==> src/rtl/flash_gate_pkg.sv <==
package flash_gate_pkg;

    localparam int OP_W = 8;

    typedef enum logic [2:0] {
        GS_READY   = 3'd0,
        GS_ARM_BUF = 3'd1,
        GS_RUN_BUF = 3'd2,
        GS_ARM_ARR = 3'd3,
        GS_RUN_ARR = 3'd4
    } gate_state_t;

    typedef enum logic [2:0] {
        OC_STATUS    = 3'd0,
        OC_BUF_TIMED = 3'd1,
        OC_ARR_TIMED = 3'd2,
        OC_BUF_PLAIN = 3'd3,
        OC_OTHER     = 3'd4
    } op_class_t;

endpackage

==> src/rtl/flash_op_classify.sv <==
module flash_op_classify
    import flash_gate_pkg::*;
#(
    parameter logic [OP_W-1:0] STATUS_OP = 8'hD7
) (
    input  logic [OP_W-1:0] op,
    output op_class_t       cls
);

    always_comb begin
        if (op == STATUS_OP) begin
            cls = OC_STATUS;
        end else begin
            unique case (op)
                8'h53, 8'h55, 8'h58, 8'h59,
                8'h60, 8'h61, 8'h82, 8'h83,
                8'h85, 8'h86, 8'h88, 8'h89: cls = OC_BUF_TIMED;
                8'h81, 8'h50, 8'h7C, 8'hC7: cls = OC_ARR_TIMED;
                8'h84, 8'h87, 8'hD1, 8'hD3,
                8'hD4, 8'hD6:               cls = OC_BUF_PLAIN;
                default:                    cls = OC_OTHER;
            endcase
        end
    end

endmodule

==> src/rtl/flash_admit_fsm.sv <==
module flash_admit_fsm
    import flash_gate_pkg::*;
#(
    parameter  int NUM_BUF = 2,
    localparam int BUF_W   = (NUM_BUF > 1) ? $clog2(NUM_BUF) : 1
) (
    input  logic             clk,
    input  logic             rst_n,
    input  logic             cmd_valid,
    input  op_class_t        cls,
    input  logic [BUF_W-1:0] cmd_buf,
    input  logic             exec_busy,
    output logic             accept_o,
    output logic             reject_o,
    output gate_state_t      state_o
);

    gate_state_t      state_q, state_d;
    logic [BUF_W-1:0] buf_q, buf_d;
    logic             admit;
    logic             in_buf_phase, in_arr_phase;

    assign in_buf_phase = (state_q == GS_ARM_BUF) || (state_q == GS_RUN_BUF);
    assign in_arr_phase = (state_q == GS_ARM_ARR) || (state_q == GS_RUN_ARR);

    // Admission decision for the presented command
    always_comb begin
        admit = 1'b0;
        if (cmd_valid) begin
            unique case (state_q)
                GS_READY:               admit = 1'b1;
                GS_ARM_BUF, GS_RUN_BUF: admit = (cls == OC_STATUS) ||
                                                ((cls == OC_BUF_PLAIN) && (cmd_buf != buf_q));
                GS_ARM_ARR, GS_RUN_ARR: admit = (cls == OC_STATUS);
                default:                admit = 1'b0;
            endcase
        end
    end

    // Next-state logic
    always_comb begin
        state_d = state_q;
        buf_d   = buf_q;
        unique case (state_q)
            GS_READY: begin
                if (admit && (cls == OC_BUF_TIMED)) begin
                    state_d = GS_ARM_BUF;
                    buf_d   = cmd_buf;
                end else if (admit && (cls == OC_ARR_TIMED)) begin
                    state_d = GS_ARM_ARR;
                end
            end
            GS_ARM_BUF: if (exec_busy)  state_d = GS_RUN_BUF;
            GS_RUN_BUF: if (!exec_busy) state_d = GS_READY;
            GS_ARM_ARR: if (exec_busy)  state_d = GS_RUN_ARR;
            GS_RUN_ARR: if (!exec_busy) state_d = GS_READY;
            default:                    state_d = GS_READY;
        endcase
    end

    // State register
    always_ff @(posedge clk) begin
        if (!rst_n) begin
            state_q <= GS_READY;
            buf_q   <= '0;
        end else begin
            state_q <= state_d;
            buf_q   <= buf_d;
        end
    end

    // Output register
    always_ff @(posedge clk) begin
        if (!rst_n) begin
            accept_o <= 1'b0;
            reject_o <= 1'b0;
        end else begin
            accept_o <= admit;
            reject_o <= cmd_valid && !admit;
        end
    end

    assign state_o = state_q;

    p_excl_r8: assert property (@(posedge clk) disable iff (!rst_n)
        !(accept_o && reject_o));

    p_pulse_origin_r3: assert property (@(posedge clk) disable iff (!rst_n)
        (accept_o || reject_o) |-> $past(cmd_valid));

    p_status_any_r2: assert property (@(posedge clk) disable iff (!rst_n)
        (cmd_valid && cls == OC_STATUS) |=> accept_o);

    p_ready_all_r3: assert property (@(posedge clk) disable iff (!rst_n)
        (state_q == GS_READY && cmd_valid) |=> accept_o);

    p_same_buf_r5: assert property (@(posedge clk) disable iff (!rst_n)
        (in_buf_phase && cmd_valid && cmd_buf == buf_q && cls != OC_STATUS) |=> reject_o);

    p_array_lock_r7: assert property (@(posedge clk) disable iff (!rst_n)
        (in_arr_phase && cmd_valid && cls != OC_STATUS) |=> reject_o);

    p_release_r9: assert property (@(posedge clk) disable iff (!rst_n)
        ((state_q == GS_RUN_BUF || state_q == GS_RUN_ARR) && !exec_busy)
        |=> state_q == GS_READY);

    p_arm_hold_r11: assert property (@(posedge clk) disable iff (!rst_n)
        ((state_q == GS_ARM_BUF || state_q == GS_ARM_ARR) && !exec_busy)
        |=> $stable(state_q));

endmodule

==> src/rtl/flash_status_fmt.sv <==
module flash_status_fmt
    import flash_gate_pkg::*;
#(
    parameter logic [3:0] DENSITY_CODE = 4'b0111
) (
    input  gate_state_t state,
    output logic [7:0]  status
);

    logic ready;

    assign ready  = (state == GS_READY);
    assign status = {ready, 1'b0, DENSITY_CODE, 2'b00};

endmodule

==> src/rtl/flash_cmd_gate.sv <==
module flash_cmd_gate
    import flash_gate_pkg::*;
#(
    parameter  int         NUM_BUF      = 2,
    parameter  logic [3:0] DENSITY_CODE = 4'b0111,
    parameter  logic [7:0] STATUS_OP    = 8'hD7,
    localparam int         BUF_W        = (NUM_BUF > 1) ? $clog2(NUM_BUF) : 1
) (
    input  logic             clk,
    input  logic             rst_n,
    input  logic             cmd_valid,
    input  logic [7:0]       cmd_op,
    input  logic [BUF_W-1:0] cmd_buf,
    input  logic             exec_busy,
    output logic             cmd_accept,
    output logic             cmd_reject,
    output logic [7:0]       status_byte
);

    op_class_t   op_cls;
    gate_state_t gate_state;

    flash_op_classify #(.STATUS_OP(STATUS_OP)) u_classify (
        .op  (cmd_op),
        .cls (op_cls)
    );

    flash_admit_fsm #(.NUM_BUF(NUM_BUF)) u_fsm (
        .clk       (clk),
        .rst_n     (rst_n),
        .cmd_valid (cmd_valid),
        .cls       (op_cls),
        .cmd_buf   (cmd_buf),
        .exec_busy (exec_busy),
        .accept_o  (cmd_accept),
        .reject_o  (cmd_reject),
        .state_o   (gate_state)
    );

    flash_status_fmt #(.DENSITY_CODE(DENSITY_CODE)) u_status (
        .state  (gate_state),
        .status (status_byte)
    );

    p_ready_flag_r10: assert property (@(posedge clk) disable iff (!rst_n)
        (cmd_valid && cmd_op == 8'h50 && status_byte[7]) |=> !status_byte[7]);

endmodule

==> config.mk <==
export PLATFORM = sky130hd
export DESIGN_NAME = flash_cmd_gate
export DESIGN_NICKNAME = d
export VERILOG_FILES = /design/src/rtl/flash_gate_pkg.sv /design/src/rtl/flash_op_classify.sv /design/src/rtl/flash_admit_fsm.sv /design/src/rtl/flash_status_fmt.sv /design/src/rtl/flash_cmd_gate.sv
export SDC_FILE = /design/constraint.sdc
export NUM_CORES = 1
export LEC_CHECK = 0
export BUFFER_PORTS_ARGS = -buffer_cell sky130_fd_sc_hd__buf_2
export CORE_AREA = 2 2 39 41
export DETAILED_ROUTE_END_ITERATION = 10
export DIE_AREA = 0 0 41 43
export GPL_TIMING_DRIVEN = 1
export HOLD_SLACK_MARGIN = 0.06
export PLACE_DENSITY = 0.83
export SLEW_MARGIN = 10
export SYNTH_ARGS = -nofsm -noshare
export SYNTH_HDL_FRONTEND = slang
export SYNTH_SLANG_ARGS = --single-unit
export TNS_END_PERCENT = 1
==> constraint.sdc <==
create_clock -name clk -period 2.1 [get_ports clk]
set_clock_uncertainty 0.2 [all_clocks]
set_input_delay 0.42 -clock clk [delete_from_list [all_inputs] [get_ports clk]]
set_output_delay 0.42 -clock clk [all_outputs]
set_load 0.1 [all_outputs]
==> impl_metrics.toml, run 1 <==
[detailed_routing]
dr.pass1.iters = 4
wl_per_cell_um = 11.7
ant_nets = 0
vias = 601
routed_wl_mm = 1.26
drt_iter0_markers = 17
drc_errors = 0
via_per_inst = 5.56

[clock_network]
cts_tree = "done"
clock_latency_ps = 250
cts_max_path_buffers = 2
numCtsBuffers = 3
htreeDepth = 1
cts-root-buf = "clkbuf_4"
clkTransAtPathRegs_ps = 40
cts_setup_buffers = 0
post_cts_resize_count = 0
postCtsHoldBufs = 0
cts.sinks = 6

[placement]
io_buffers = 15
hpwl_mm = 1.02
dpl.cell_count = 105
gp_congestion = 0.886

[die]
initial_core_util = 0.430
fp.dieW_um = 41
die_area_um2 = 1760
row_count = 14
design.portCount = 23
core_um2 = 1380
die_y_um = 43

[status]
outcome = "finished clean"

[synth]
async_flop_share = 0
netlist_instances = 78
synth_area_leaders = "dfxtp_1 (20%), buf_4 (10%), nand2_1 (6.9%)"
ys_seq_area_frac = 0.202
yosysUniqueCellTypes = 35
synth_edf_count = 0
synthTopCellsByCount = "nand2_1 (11), buf_4 (8), dfxtp_1 (6), nor2_1 (5)"
synth_top_cell_by_area = "dfxtp_1"
avgSynthCellArea_um2 = 7.64
synth_top_area_frac = 0.202
syn-cell-area_um2 = 596
yosysWarnings = 0
yosys_register_bits = 6
synthFlopType = "dfxtp_1"
yosysMostFrequentCell = "nand2_1"

[final_layout]
fillers = 138
final_cells = 108
final_nets = 107
antennaDiodeCount = 0
drive_gt1_frac = 0.250
multi_input_area_um2 = 404
seqCellArea_um2 = 120
syn2layout_area_growth_pct = 12.8

[global_route]
antenna_found_initial = 0
track_usage = 0.166
grt_pass1_wl_mm = 1.97
grt_overflow_total = 0
grt_pass1_vias = 487
grt_max_degree = 12

[critical_path]
worstPathArrival_ps = 1130
max_stage_delay_ps = 360
cp_max_fo = 7
end_kind = "output pin"
critPathKind = "reg -> out"
critPathSlowestCell = "dfxtp_1"
startpoint_type = "register"
required_ps = 1480
cpLargestDelayFamily = "flip-flops"
path_cells = "nor3_1 > buf_4 > buf_12"
path_buf_inv = 2

[power_and_ir_drop]
ir_drop_mv = 0.279
power.density_nw_per_um2 = 549
p_leak_nw = 0.297
power.total_mw = 0.369

[sta]
fmax_ghz = 0.573
setup_violations = 0
period_share = 0.831
hold_viol = 0
finalSetupTns_ps = 0
rsz0062_at_grt = "no"
slew_violations = 0
fin_crit_ps = 1750

[hold_path]
min_path_type = "in -> reg"

[job]
maxCapViolations = 0
## cells in the final DEF (no fill, tap or decap)
| master | Yosys | layout |
|---|---|---|
| a211o_1 | 1 | 1 |
| a21oi_1 | 2 | 2 |
| a22o_1 | 1 | 1 |
| a31oi_1 | 2 | 2 |
| a41oi_1 | 1 | 1 |
| and3_1 | 3 | 3 |
| and4bb_2 | 1 | 1 |
| buf_12 | 0 | 1 |
| buf_2 | 0 | 14 |
| buf_4 | 8 | 1 |
| clkbuf_4 | 0 | 3 |
| conb_1 | 2 | 7 |
| dfxtp_1 | 6 | 6 |
| inv_1 | 2 | 2 |
| maj3_2 | 1 | 1 |
| mux2i_1 | 1 | 1 |
| nand2_1 | 11 | 11 |
| nand2b_1 | 1 | 1 |
| nand4bb_1 | 1 | 1 |
| nor2_1 | 5 | 5 |
| nor2b_1 | 2 | 2 |
| nor3_1 | 4 | 4 |
| nor3_2 | 1 | 1 |
| nor3b_1 | 2 | 2 |
| nor4b_1 | 1 | 1 |
| nor4bb_1 | 1 | 1 |
| o21ai_0 | 2 | 2 |
| o21ai_1 | 2 | 2 |
| o221ai_2 | 1 | 1 |
| o22ai_1 | 1 | 1 |
| o32ai_1 | 1 | 1 |
| or2_1 | 1 | 1 |
| or3_1 | 1 | 1 |
| or3b_1 | 1 | 1 |
| or4_1 | 1 | 1 |
| xnor2_1 | 1 | 1 |
| xor2_1 | 4 | 4 |
## stage by stage
| step | cell area, µm² | util | setup WS [ps] | hold WS (ps) |
|---|---|---|---|---|
| 2_1_floorplan | 614 | - | 409 | 250 |
| 3_3_place_gp | 649 | 0.469 | 214 | 255 |
| 3_5_place_dp | 649 | 0.469 | 197 | 289 |
| 4_1_cts | 672 | 0.486 | 354 | 230 |
| 5_1_grt | 672 | 0.486 | 307 | 257 |
| 6_report | 672 | 0.486 | 354 | 232 |
## where the power goes
group | switching [mW] | total (mW) | internal (mW)
combinational | 0.109 | 0.143 | 0.0339
clock | 0.0420 | 0.107 | 0.0646
sequential | 0.00214 | 0.119 | 0.117
## worst reg2reg max path, stage by stage, from the launching register on
cell     delay (ps)
dfxtp_1         360
nor3_1          190
buf_4           160
nand2_1          50
nor2_1          170
nand2_1         110
mux2i_1         130
## final cells by class
class                   instances  share of cell area
well taps                      16              0.0298
repair buffers                 16               0.145
clock buffers                   3              0.0335
flip-flops and latches          6               0.179
inverters                       2              0.0112
multi-input cells              65               0.601
## final timing paths
check / start / endpoint / slack [ps] / cells after the start
worst min-delay path: cmd_valid / u_fsm.accept_o / 230 / 3
worst min register to register: u_fsm.buf_q / u_fsm.buf_q / 290 / 2
worst max-delay path: u_fsm.state_o[0] / status_byte[7] / 350 / 3
worst max register to register: u_fsm.state_o[0] / u_fsm.buf_q / 620 / 6
## logic make-up (layout without fill, tap and decap cells)
kind of cell	count (synthesis)	in the layout	synth area share
AND/OR/NAND/NOR	37	37	0.359
buffers and inverters	12	21	0.151
AO/OA/AOI/OAI	14	14	0.166
multiplexers	1	1	0.0168
adder cells (fa/ha/maj)	1	1	0.0189
XOR/XNOR	5	5	0.0735
other	2	7	0.0126
flip-flops	6	6	0.202
## metal layers
metal / global-route usage / share of wire
met1: 0.190 / 0.38
met2: 0.256 / 0.54
met3: 0.0524 / 0.051
met4: 0.0933 / 0.034
met5: 0 / 0
## flip-flops by register name (all words and copies together), names as in the netlist
| name | cells |
|---|---|
| u_fsm.buf_q | 1 |
| u_fsm.state_o | 3 |
| u_fsm.reject_o | 1 |
| u_fsm.accept_o | 1 |
(Power assumes the default switching activity.)
==> run 2: changes to the inputs <==
==> constraint.sdc (replaced) <==
create_clock -name clk -period 1.71 [get_ports clk]
set_clock_uncertainty 0.2 [all_clocks]
set_input_delay 0.342 -clock clk [delete_from_list [all_inputs] [get_ports clk]]
set_output_delay 0.342 -clock clk [all_outputs]
set_load 0.1 [all_outputs]
==> run 2 against run 1 <==
Cell area grew 11%. Non-clock buffer count grew 9. Sequential power grew 23%. Sequential share of layout area shrank 1.6 points.
==> impl_metrics.toml, run 2 (synthesis results as in run 1) <==
[clock_network]
cts-root-buf = "clkbuf_4"
numCtsBuffers = 3
cts_max_path_buffers = 2
clkTransAtPathRegs_ps = 50
postCtsHoldBufs = 0
htreeDepth = 1
cts.sinks = 6
cts_tree = "done"
clock_latency_ps = 240

[final_layout]
antennaDiodeCount = 0
finish.utilization = 0.539
layout_commonest_cell = "buf_2"
design_area_um2 = 746
largest_reg_flops = 3
final_cell_mix = "buf_2 (14), nand2_1 (11), buf_4 (10), conb_1 (7)"
syn2layout_area_growth_pct = 25.2
drive_gt1_frac = 0.337
final_nets = 116

[status]
outcome = "finished clean"

[detailed_routing]
drc_errors = 0
routed_wl_mm = 1.26
drt_iter0_markers = 26
dr.pass1.iters = 4
ant_nets = 0
vias = 606
via_per_inst = 5.18
wl_per_cell_um = 10.8

[critical_path]
required_ps = 1170
ff2ff_setup_slack_ps = 250
end_kind = "output pin"
worstPathArrival_ps = 1090
startpoint_type = "register"
cp_max_fo = 5
critPathKind = "reg -> out"

[power_and_ir_drop]
ir_drop_mv = 0.451
power_frac_clock = 0.281
power.switching_mw = 0.192
power.share.sequential = 0.312
p_leak_nw = 0.341
swShare = 0.409
p_int_mw = 0.278
power.density_nw_per_um2 = 630
p_comb_frac = 0.408

[sta]
fin_crit_ps = 1630
fmax_ghz = 0.613
slew_violations = 0
rsz0062_at_grt = "no"
hold_viol = 0
setup_violations = 0
period_share = 0.953

[job]
maxCapViolations = 0

[global_route]
grt_max_degree = 12
antenna_found_initial = 0
grt_pass1_vias = 530
grt_pass1_wl_mm = 2.17
grt_overflow_total = 0
track_usage = 0.175

[die]
die_area_um2 = 1760
die_y_um = 43
fp.dieW_um = 41
row_count = 14
design.portCount = 23
core_um2 = 1380
initial_core_util = 0.430

[hold_path]
min_path_type = "in -> reg"

[placement]
placed_cell_area_um2 = 717
hpwl_um = 999
gp_congestion = 0.947
io_buffers = 15
==> run 2: per-layer routing <==
layer  track usage  vias up  part of all wire
met4        0.0200        0                 0
met5             0        -                 0
met3        0.0681        0             0.050
met1         0.244      279              0.43
met2         0.256       14              0.52
li1              -      313                 -
==> run 2: what timing repair did <==
item                       4_1_cts  5_1_grt
setup buffers                    0        0
setup endpoints to repair        0        1
gates resized for setup          0        2
==> run 2: critical path, cell delays in order (launching register included) <==
cell	delay (ps)
dfxtp_1	350
nor3_2	180
buf_4	150
buf_12	170
==> run 2: worst paths after layout <==
check / to / cells after the start / startpoint
setup / recovery: status_byte[7] / 3 / u_fsm.state_o[2]
hold / removal: u_fsm.reject_o / 3 / cmd_valid
setup reg to reg: u_fsm.buf_q / 6 / u_fsm.state_o[2]
hold reg to reg: u_fsm.buf_q / 2 / u_fsm.buf_q
==> run 2: final cells by class <==
cell class | instances | area (µm²)
Clock buffer | 3 | 22.5
Tap cell | 16 | 20.0
Sequential cell | 6 | 121
Fill cell | 123 | 638
Inverter | 2 | 7.51
Multi-Input combinational cell | 65 | 409
Timing Repair Buffer | 25 | 165
==> run 2: power groups by stage <==
stage | logic [mW] | clock network [mW] | registers [mW]
global placement | 0.188 | 0 | 0.149
finish | 0.192 | 0.132 | 0.146
CTS | 0.190 | 0.137 | 0.146
global route | 0.204 | 0.149 | 0.146
floorplan | 0.140 | 0 | 0.162
detailed placement | 0.190 | 0 | 0.149
==> run 2: per-stage QoR <==
stage / worst slack [ps] / hold slack, ps / instances / setup TNS, ps / power [mW]
2_1_floorplan: 96.7 / 250 / 83 / 0 / 0.301
3_3_place_gp: -44.2 / 258 / 114 / -50.9 / 0.336
3_5_place_dp: -80.4 / 278 / 114 / -161 / 0.339
4_1_cts: 30.3 / 158 / 117 / 0 / 0.474
5_1_grt: 4.72 / 160 / 117 / 0 / 0.500
6_report: 79.9 / 161 / 117 / 0 / 0.470
